**src/rtl/tis_rx_pkg.sv**
```systemverilog
package tis_rx_pkg;

  typedef enum logic [2:0] {
    RX_OK      = 3'd0,
    RX_RDY_TMO = 3'd1,
    RX_STUCK   = 3'd2,
    RX_SIZE    = 3'd3,
    RX_VLD_TMO = 3'd4,
    RX_BADMSG  = 3'd5
  } rx_err_e;

  typedef enum logic [3:0] {
    ST_IDLE,
    ST_RDY,
    ST_RGAP,
    ST_ZGAP,
    ST_ZRD,
    ST_DAT,
    ST_VLD,
    ST_VGAP,
    ST_REL
  } rx_state_e;

  localparam int unsigned STS_VALID_BIT = 7;
  localparam int unsigned STS_AVAIL_BIT = 4;
  localparam int unsigned STS_BURST_LSB = 8;
  localparam int unsigned STS_BURST_W   = 16;
  localparam logic [31:0] STS_CMD_READY = 32'h0000_0040;
  localparam int unsigned HDR_BYTES     = 6;

endpackage

```
**src/rtl/tis_rx_pacer.sv**
```systemverilog
module tis_rx_pacer #(
  parameter int unsigned POLL_GAP   = 250,
  parameter int unsigned POLL_LIMIT = 1000000
) (
  input  logic clk,
  input  logic rst_n,
  input  logic clr,
  input  logic miss,
  input  logic arm,
  output logic gap_done,
  output logic last
);
  localparam int unsigned PW = $clog2(POLL_LIMIT + 1);
  localparam int unsigned GW = $clog2(POLL_GAP + 2);

  logic [PW-1:0] poll_q, poll_d;
  logic [GW-1:0] gap_q, gap_d;

  always_comb begin
    poll_d = poll_q;
    if (clr)       poll_d = '0;
    else if (miss) poll_d = poll_q + 1'b1;
    gap_d = gap_q;
    if (arm)                gap_d = GW'(POLL_GAP);
    else if (gap_q != '0)   gap_d = gap_q - 1'b1;
  end

  always_ff @(posedge clk or negedge rst_n) begin
    if (!rst_n) begin
      poll_q <= '0;
      gap_q  <= '0;
    end else begin
      poll_q <= poll_d;
      gap_q  <= gap_d;
    end
  end

  assign gap_done = (gap_q == '0);
  assign last     = (poll_q == PW'(POLL_LIMIT - 1));


  poll_bound_chk: assert property (@(posedge clk) disable iff (!rst_n)
    poll_q < PW'(POLL_LIMIT));

endmodule

```
**src/rtl/tis_rx_hdr.sv**
```systemverilog
module tis_rx_hdr #(
  parameter int unsigned CNT_W = 12
) (
  input  logic             clk,
  input  logic             rst_n,
  input  logic             clr,
  input  logic             take,
  input  logic [CNT_W-1:0] offset,
  input  logic [7:0]       byte_in,
  input  logic [CNT_W-1:0] capacity,
  output logic [31:0]      hdr_len,
  output logic             hdr_bad
);
  localparam int unsigned LEN_FIRST = 2;
  localparam int unsigned LEN_LAST  = 5;

  logic [31:0] len_q, len_d;
  logic        in_field;

  assign in_field = (offset >= CNT_W'(LEN_FIRST)) && (offset <= CNT_W'(LEN_LAST));

  always_comb begin
    len_d = len_q;
    if (clr)                   len_d = '0;
    else if (take && in_field) len_d = {len_q[23:0], byte_in};
  end

  always_ff @(posedge clk or negedge rst_n) begin
    if (!rst_n) len_q <= '0;
    else        len_q <= len_d;
  end

  // The last length byte is combined directly so the check lands on its acknowledge.
  assign hdr_len = {len_q[23:0], byte_in};
  assign hdr_bad = (hdr_len < 32'd6) || (hdr_len > 32'(capacity));

endmodule

```
**src/rtl/tis_rx_engine.sv**
```systemverilog
module tis_rx_engine
  import tis_rx_pkg::*;
#(
  parameter int unsigned CNT_W      = 12,
  parameter int unsigned POLL_GAP   = 250,
  parameter int unsigned POLL_LIMIT = 1000000
) (
  input  logic             clk,
  input  logic             rst_n,
  input  logic             start,
  input  logic [CNT_W-1:0] capacity,
  output logic             bus_req,
  output logic             bus_we,
  output logic             bus_sel,
  output logic [31:0]      bus_wdata,
  input  logic             bus_ack,
  input  logic [31:0]      bus_rdata,
  output logic             buf_we,
  output logic [CNT_W-1:0] buf_addr,
  output logic [7:0]       buf_wdata,
  output logic             busy,
  output logic             done,
  output logic [2:0]       err,
  output logic             [CNT_W-1:0] rx_count
);
  localparam logic [CNT_W-1:0] LAST_HDR_OFS = CNT_W'(HDR_BYTES - 1);

  rx_state_e               state_q, state_d;
  logic [CNT_W-1:0]        ofs_q, ofs_d, lim_q, lim_d, cap_q, cap_d;
  logic [STS_BURST_W-1:0]  burst_q, burst_d;
  rx_err_e                 err_q, err_d;
  logic                    done_q, done_d;
  logic                    bwe_q, bwe_d;
  logic [CNT_W-1:0]        baddr_q;
  logic [7:0]              bdata_q;

  logic p_clr, p_miss, p_arm, gap_done, poll_last;
  logic h_clr, h_take, hdr_bad;
  logic [31:0] hdr_len;

  logic                   st_valid, st_avail;
  logic [STS_BURST_W-1:0] st_burst;
  logic                   dat_go;

  assign st_valid = bus_rdata[STS_VALID_BIT];
  assign st_avail = bus_rdata[STS_AVAIL_BIT];
  assign st_burst = bus_rdata[STS_BURST_LSB +: STS_BURST_W];
  assign dat_go   = (burst_q != '0) && (ofs_q < lim_q);

  tis_rx_pacer #(.POLL_GAP(POLL_GAP), .POLL_LIMIT(POLL_LIMIT)) pacer_i (
    .clk(clk), .rst_n(rst_n), .clr(p_clr), .miss(p_miss), .arm(p_arm),
    .gap_done(gap_done), .last(poll_last)
  );

  tis_rx_hdr #(.CNT_W(CNT_W)) hdr_i (
    .clk(clk), .rst_n(rst_n), .clr(h_clr), .take(h_take), .offset(ofs_q),
    .byte_in(bus_rdata[7:0]), .capacity(cap_q), .hdr_len(hdr_len), .hdr_bad(hdr_bad)
  );

  always_comb begin
    state_d = state_q;  ofs_d = ofs_q;  lim_d = lim_q;  cap_d = cap_q;
    burst_d = burst_q;  err_d = err_q;  done_d = 1'b0;  bwe_d = 1'b0;
    p_clr = 1'b0;  p_miss = 1'b0;  p_arm = 1'b0;  h_clr = 1'b0;  h_take = 1'b0;
    unique case (state_q)
      ST_IDLE: if (start) begin
        ofs_d = '0;  lim_d = capacity;  cap_d = capacity;  err_d = RX_OK;
        p_clr = 1'b1;  h_clr = 1'b1;  state_d = ST_RDY;
      end
      ST_RDY: if (bus_ack) begin
        if (st_valid && st_avail) begin
          p_clr = 1'b1;  burst_d = st_burst;
          if (st_burst == '0) begin p_arm = 1'b1; state_d = ST_ZGAP; end
          else state_d = ST_DAT;
        end else if (poll_last) begin
          err_d = RX_RDY_TMO;  done_d = 1'b1;  state_d = ST_IDLE;
        end else begin
          p_miss = 1'b1;  p_arm = 1'b1;  state_d = ST_RGAP;
        end
      end
      ST_RGAP: if (gap_done) state_d = ST_RDY;
      ST_ZGAP: if (gap_done) state_d = ST_ZRD;
      ST_ZRD: if (bus_ack) begin
        if (st_burst != '0) begin
          p_clr = 1'b1;  burst_d = st_burst;  state_d = ST_DAT;
        end else if (poll_last) begin
          err_d = RX_STUCK;  done_d = 1'b1;  state_d = ST_IDLE;
        end else begin
          p_miss = 1'b1;  p_arm = 1'b1;  state_d = ST_ZGAP;
        end
      end
      ST_DAT: begin
        if (!dat_go) begin
          p_clr = 1'b1;  state_d = ST_VLD;
        end else if (bus_ack) begin
          bwe_d = 1'b1;  h_take = 1'b1;
          ofs_d = ofs_q + 1'b1;  burst_d = burst_q - 1'b1;
          if (ofs_q == LAST_HDR_OFS) begin
            if (hdr_bad) begin
              err_d = RX_SIZE;  done_d = 1'b1;  state_d = ST_IDLE;
            end else lim_d = hdr_len[CNT_W-1:0];
          end
        end
      end
      ST_VLD: if (bus_ack) begin
        if (!st_valid) begin
          if (poll_last) begin
            err_d = RX_VLD_TMO;  done_d = 1'b1;  state_d = ST_IDLE;
          end else begin
            p_miss = 1'b1;  p_arm = 1'b1;  state_d = ST_VGAP;
          end
        end else if (ofs_q == lim_q) begin
          if (st_avail) begin
            err_d = RX_BADMSG;  done_d = 1'b1;  state_d = ST_IDLE;
          end else state_d = ST_REL;
        end else if (!st_avail) begin
          state_d = ST_REL;
        end else begin
          p_clr = 1'b1;  burst_d = st_burst;
          if (st_burst == '0) begin p_arm = 1'b1; state_d = ST_ZGAP; end
          else state_d = ST_DAT;
        end
      end
      ST_VGAP: if (gap_done) state_d = ST_VLD;
      ST_REL: if (bus_ack) begin
        err_d = RX_OK;  done_d = 1'b1;  state_d = ST_IDLE;
      end
      default: state_d = ST_IDLE;
    endcase
  end

  always_ff @(posedge clk or negedge rst_n) begin
    if (!rst_n) begin
      state_q <= ST_IDLE;  ofs_q <= '0;  lim_q <= '0;  cap_q <= '0;
      burst_q <= '0;  err_q <= RX_OK;  done_q <= 1'b0;  bwe_q <= 1'b0;
      baddr_q <= '0;  bdata_q <= '0;
    end else begin
      state_q <= state_d;  ofs_q <= ofs_d;  lim_q <= lim_d;  cap_q <= cap_d;
      burst_q <= burst_d;  err_q <= err_d;  done_q <= done_d;  bwe_q <= bwe_d;
      if (bwe_d) begin
        baddr_q <= ofs_q;
        bdata_q <= bus_rdata[7:0];
      end
    end
  end

  assign bus_req = (state_q == ST_RDY) || (state_q == ST_ZRD) || (state_q == ST_VLD) ||
                   (state_q == ST_REL) || ((state_q == ST_DAT) && dat_go);
  assign bus_sel   = (state_q == ST_DAT);
  assign bus_we    = (state_q == ST_REL);
  assign bus_wdata = (state_q == ST_REL) ? STS_CMD_READY : 32'h0;
  assign buf_we    = bwe_q;
  assign buf_addr  = baddr_q;
  assign buf_wdata = bdata_q;
  assign busy      = (state_q != ST_IDLE);
  assign done      = done_q;
  assign err       = err_q;
  assign rx_count  = ofs_q;


  req_hold_chk: assert property (@(posedge clk) disable iff (!rst_n)
    (bus_req && !bus_ack) |=> (bus_req && $stable(bus_sel) && $stable(bus_we)));


  release_before_ok_chk: assert property (@(posedge clk) disable iff (!rst_n)
    (done && err == RX_OK) |-> $past(bus_req && bus_we && bus_ack));


  size_at_header_chk: assert property (@(posedge clk) disable iff (!rst_n)
    (done && err == RX_SIZE) |-> (rx_count == CNT_W'(HDR_BYTES)));


  within_capacity_chk: assert property (@(posedge clk) disable iff (!rst_n)
    busy |-> (ofs_q <= cap_q));


  done_pulse_chk: assert property (@(posedge clk) disable iff (!rst_n)
    done |=> !done);

endmodule

```
**config.mk**
```make
export PLATFORM = sky130hd
export DESIGN_NAME = tis_rx_engine
export DESIGN_NICKNAME = d
export VERILOG_FILES = /design/src/rtl/tis_rx_pkg.sv /design/src/rtl/tis_rx_pacer.sv /design/src/rtl/tis_rx_hdr.sv /design/src/rtl/tis_rx_engine.sv
export SDC_FILE = /design/constraint.sdc
export NUM_CORES = 1
export LEC_CHECK = 0
export BUFFER_PORTS_ARGS = -buffer_cell sky130_fd_sc_hd__buf_4
export CAP_MARGIN = 10
export CORE_ASPECT_RATIO = 1.1
export CORE_UTILIZATION = 50
export CTS_CLUSTER_SIZE = 20
export DETAILED_ROUTE_END_ITERATION = 7
export GPL_ROUTABILITY_DRIVEN = 0
export HOLD_SLACK_MARGIN = 0.02
export PLACE_DENSITY_LB_ADDON = 0.2
export SLEW_MARGIN = 20
export SYNTH_ARGS = -nofsm -noshare
export SYNTH_HDL_FRONTEND = slang
export SYNTH_SLANG_ARGS = --single-unit
```
**constraint.sdc**
```tcl
create_clock -name clk -period 3 [get_ports clk]
set_clock_uncertainty 0.05 [all_clocks]
set_input_delay 0.9 -clock clk [delete_from_list [all_inputs] [get_ports clk]]
set_output_delay 0.9 -clock clk [all_outputs]
set_load 0.02 [all_outputs]
```
==> out/metrics.yaml <==
period_minus_slack_ns: 3.35
placeableCoreArea_mm2: 0.0146
fp-row-count: 46
yosysTopAreaCell: "dfrtp_1"
p_sw_share_pct: 37.8
ys.flop_type: "dfrtp_1"
clk_pin_slew_ns: 0.06
p_sw_mw: 2.96
p_per_area_mw_per_mm2: 845
postRouteAntennaNets: 0
met1_length_mm: 8.05
hp-class: "in -> async"
synth_edf_count: 0
cts_root_buf: "clkbuf_16"
rr_startpoint: "rx_count[11]"
die-height_um: 131
syn_inst: 826
hold_slack_ns: 0.387
synth-seq-cells: 133
grt_overflow_total: 0
path_class: "reg -> out"
worst_slack_ns: -0.350
clock_sinks: 133
area_delta_synth_final_pct: 21.6
die_w_um: 120
p_clk_share_pct: 23.6
start_kind: "flop"
cp_max_fo: 2
wire_per_inst_um: 16.4
clock_path_buffers: 2
violations: "setup timing"
drt_iter0_drc: 471
postSynthAreaPerCell_um2: 9.21
crit_path_start: "rx_count[1]"
rsz0062_at_grt: "true"
path_cells: "ha_4 > nor2b_4 > o211ai_1 > a211o_1 > a31oi_4 > nor2_1 > a21oi_1 > o22ai_1 > buf_4"
numCtsBuffers: 17
top_layer: "met4"
relSlewSlack_pct: 54.2
antenna_found_initial: 0
fillers: 1194
drv_cap: 0
wl_met3_um: 905
yosys_warnings: 0
vias: 6504
status: "finished, violations left"
vdd_drop_max_mv: 0.623
cpLargestDelayFamily: "compound AO/OA/AOI/OAI gates"
hold_viol: 0
postPlaceCellArea_mm2: 0.00866
power_frac_comb_pct: 43.0
ioPinCount: 121
seq_power_share_pct: 33.4
synth_top_cell_area_share_pct: 43.7
start_util_pct: 52.1
dpl.hpwl_mm: 13.6
slowest_delay_ns: 0.41
netlist_top_cells_count: "dfrtp_1, nand2_1, nor2_1"
gr-usage-all-layers_pct: 25.2
p_int_mw: 4.86
maxSlewViolCount: 0
drive_above_1_share_pct: 23.3
ys_types: 66
num_antenna_cells: 0
final-setup-viol-count: 1
fmax_mhz: 299
layout.nets: 1029
drc: 0
cellLeakagePower_nw: 4.38
cts_tree: "built"
clk_latency_ns: 0.42
fin_area_mm2: 0.00925
path_buf_inv: 1
crit_path_end_kind: "output port"
cp_data_arrival_time_ns: 2.40
dr.pass1.iters: 5
port_buffers: 81
yosysSeqAreaShare_pct: 43.7
vias_per_cell: 5.67
synthArstFlopShare_pct: 100
drt-total-wl_mm: 18.8
met2_length_mm: 9.47
cts_max_level: 4
synth_area_leaders: "dfrtp_1, nand2_1, ha_1"
finalCritPeriodShare_pct: 112
grt_pass1_vias: 6447
grt_max_degree: 56
grt_pass1_wl_mm: 31.7
yosysMostFrequentCell: "dfrtp_1"
synth_area_mm2: 0.00761
slowest_stage: "dfrtp_1"
tightest_slew_ns: 0.686
fp.dieArea_mm2: 0.0157
cp.required_ns: 2.05
[cells by family (layout without fill, tap and decap cells)]
family                   count (synthesis)  in the layout  share of synthesized area, %
AND/OR/NAND/NOR                        309            309                          20.1
flip-flops                             133            133                          43.7
XOR/XNOR                                32             32                          3.68
multiplexers                            50             50                          7.02
AO/OA/AOI/OAI                          155            155                          12.3
other                                    1             31                        0.0493
adder cells (fa/ha/maj)                 32             32                          5.26
buffers and inverters                  114            214                          7.83
[flip-flops by register name (all words and copies together), names as in the netlist]
register        flops
hdr_i.len_q        24
pacer_i.poll_q     20
burst_q            16
buf_addr           12
cap_q              12
lim_q              12
rx_count           12
buf_wdata           8
pacer_i.gap_q       8
state_q             4
err                 3
buf_we              1
done                1
[final timing paths]
| path | endpoint | slack [ns] | depth (start not counted) |
|---|---|---|---|
| worst max-delay path | bus_req | -0.35 | 9 |
| min in group clk | burst_q[14] | 0.44 | 1 |
| worst max register to register | burst_q[12] | 0.12 | 10 |
| worst min-delay path | burst_q[5] | 0.39 | 1 |
| worst min register to register | burst_q[14] | 0.44 | 1 |
| max in group asynchronous | rx_count[2] | 1.88 | 2 |
[power groups by stage]
stage	sequential [mW]	clock, mW	combinational [mW]
after floorplan	2.70	0	2.13
after global placement	2.61	0	3.13
after detailed placement	2.63	0	3.26
after CTS	2.61	1.88	3.33
after global routing	2.68	1.95	3.72
final	2.61	1.84	3.37
[timing repair]
item / CTS / global route
gates resized for setup: 10 / 4
setup buffers: 1 / 2
pin swaps: 7 / 1
endpoints found under the setup margin: 1 / 9
hold buffers: 0 / 0
[worst register-to-register path: cells and delay by family (launching register included)]
| kind | cells | cell delay, ns |
|---|---|---|
| DFF | 1 | 0.39 |
| buffers and inverters | 3 | 0.45 |
| adders and majority gates | 1 | 0.34 |
| and+or+nand+nor | 1 | 0.13 |
| AOI/OAI and AO/OA | 5 | 1.41 |
[routing by layer]
metal	GRT usage, %	vias up
li1	-	3082
met4	9.03	0
met5	0	-
met2	41.7	238
met1	32.8	3145
met3	4.82	39
[cells in the final DEF (no fill, tap or decap), types with 6 or more instances in the layout]
cell type  netlist  layout
and3_1          13      11
mux2_2          27      27
nand2b_1         6       6
ha_1            32      30
buf_4           34     146
nor3_1          20      20
conb_1           1      31
clkbuf_16        0      17
a21oi_1         61      61
nor4_1          17      16
o2bb2ai_1        8       8
o21ai_0         38      37
mux2i_1         23      23
nand4_1         22      22
clkinv_2         1       6
inv_1           35      34
nor2_1          63      63
nand3_1         21      21
xor2_1          27      27
dfrtp_1        133     133
nand2_1        111     111
or4_1            7       7
[area by class of cell]
cell class / instances / area [µm²] / share of cell area [%]
Clock buffer: 19 / 443 / 4.79
Clock inverter: 7 / 62.6 / 0.676
Inverter: 37 / 140 / 1.51
Multi-Input combinational cell: 609 / 3860 / 41.7
Sequential cell: 133 / 3330 / 36.0
Tap cell: 192 / 240 / 2.60
Timing Repair Buffer: 151 / 1180 / 12.7
[per-stage QoR]
step	instances	total power [mW]	worst slack, ns	setup TNS [ns]	utilization, %
after floorplan	856	4.83	0.0176	0	-
after global placement	1119	5.74	-0.164	-0.413	59.2
after detailed placement	1119	5.89	-0.157	-1.65	59.2
after CTS	1146	7.82	-0.350	-0.350	63.2
after global routing	1148	8.35	-0.480	-0.596	63.3
final	1148	7.82	-0.350	-0.350	63.3
No activity file was read; power rests on OpenSTA's default activity.
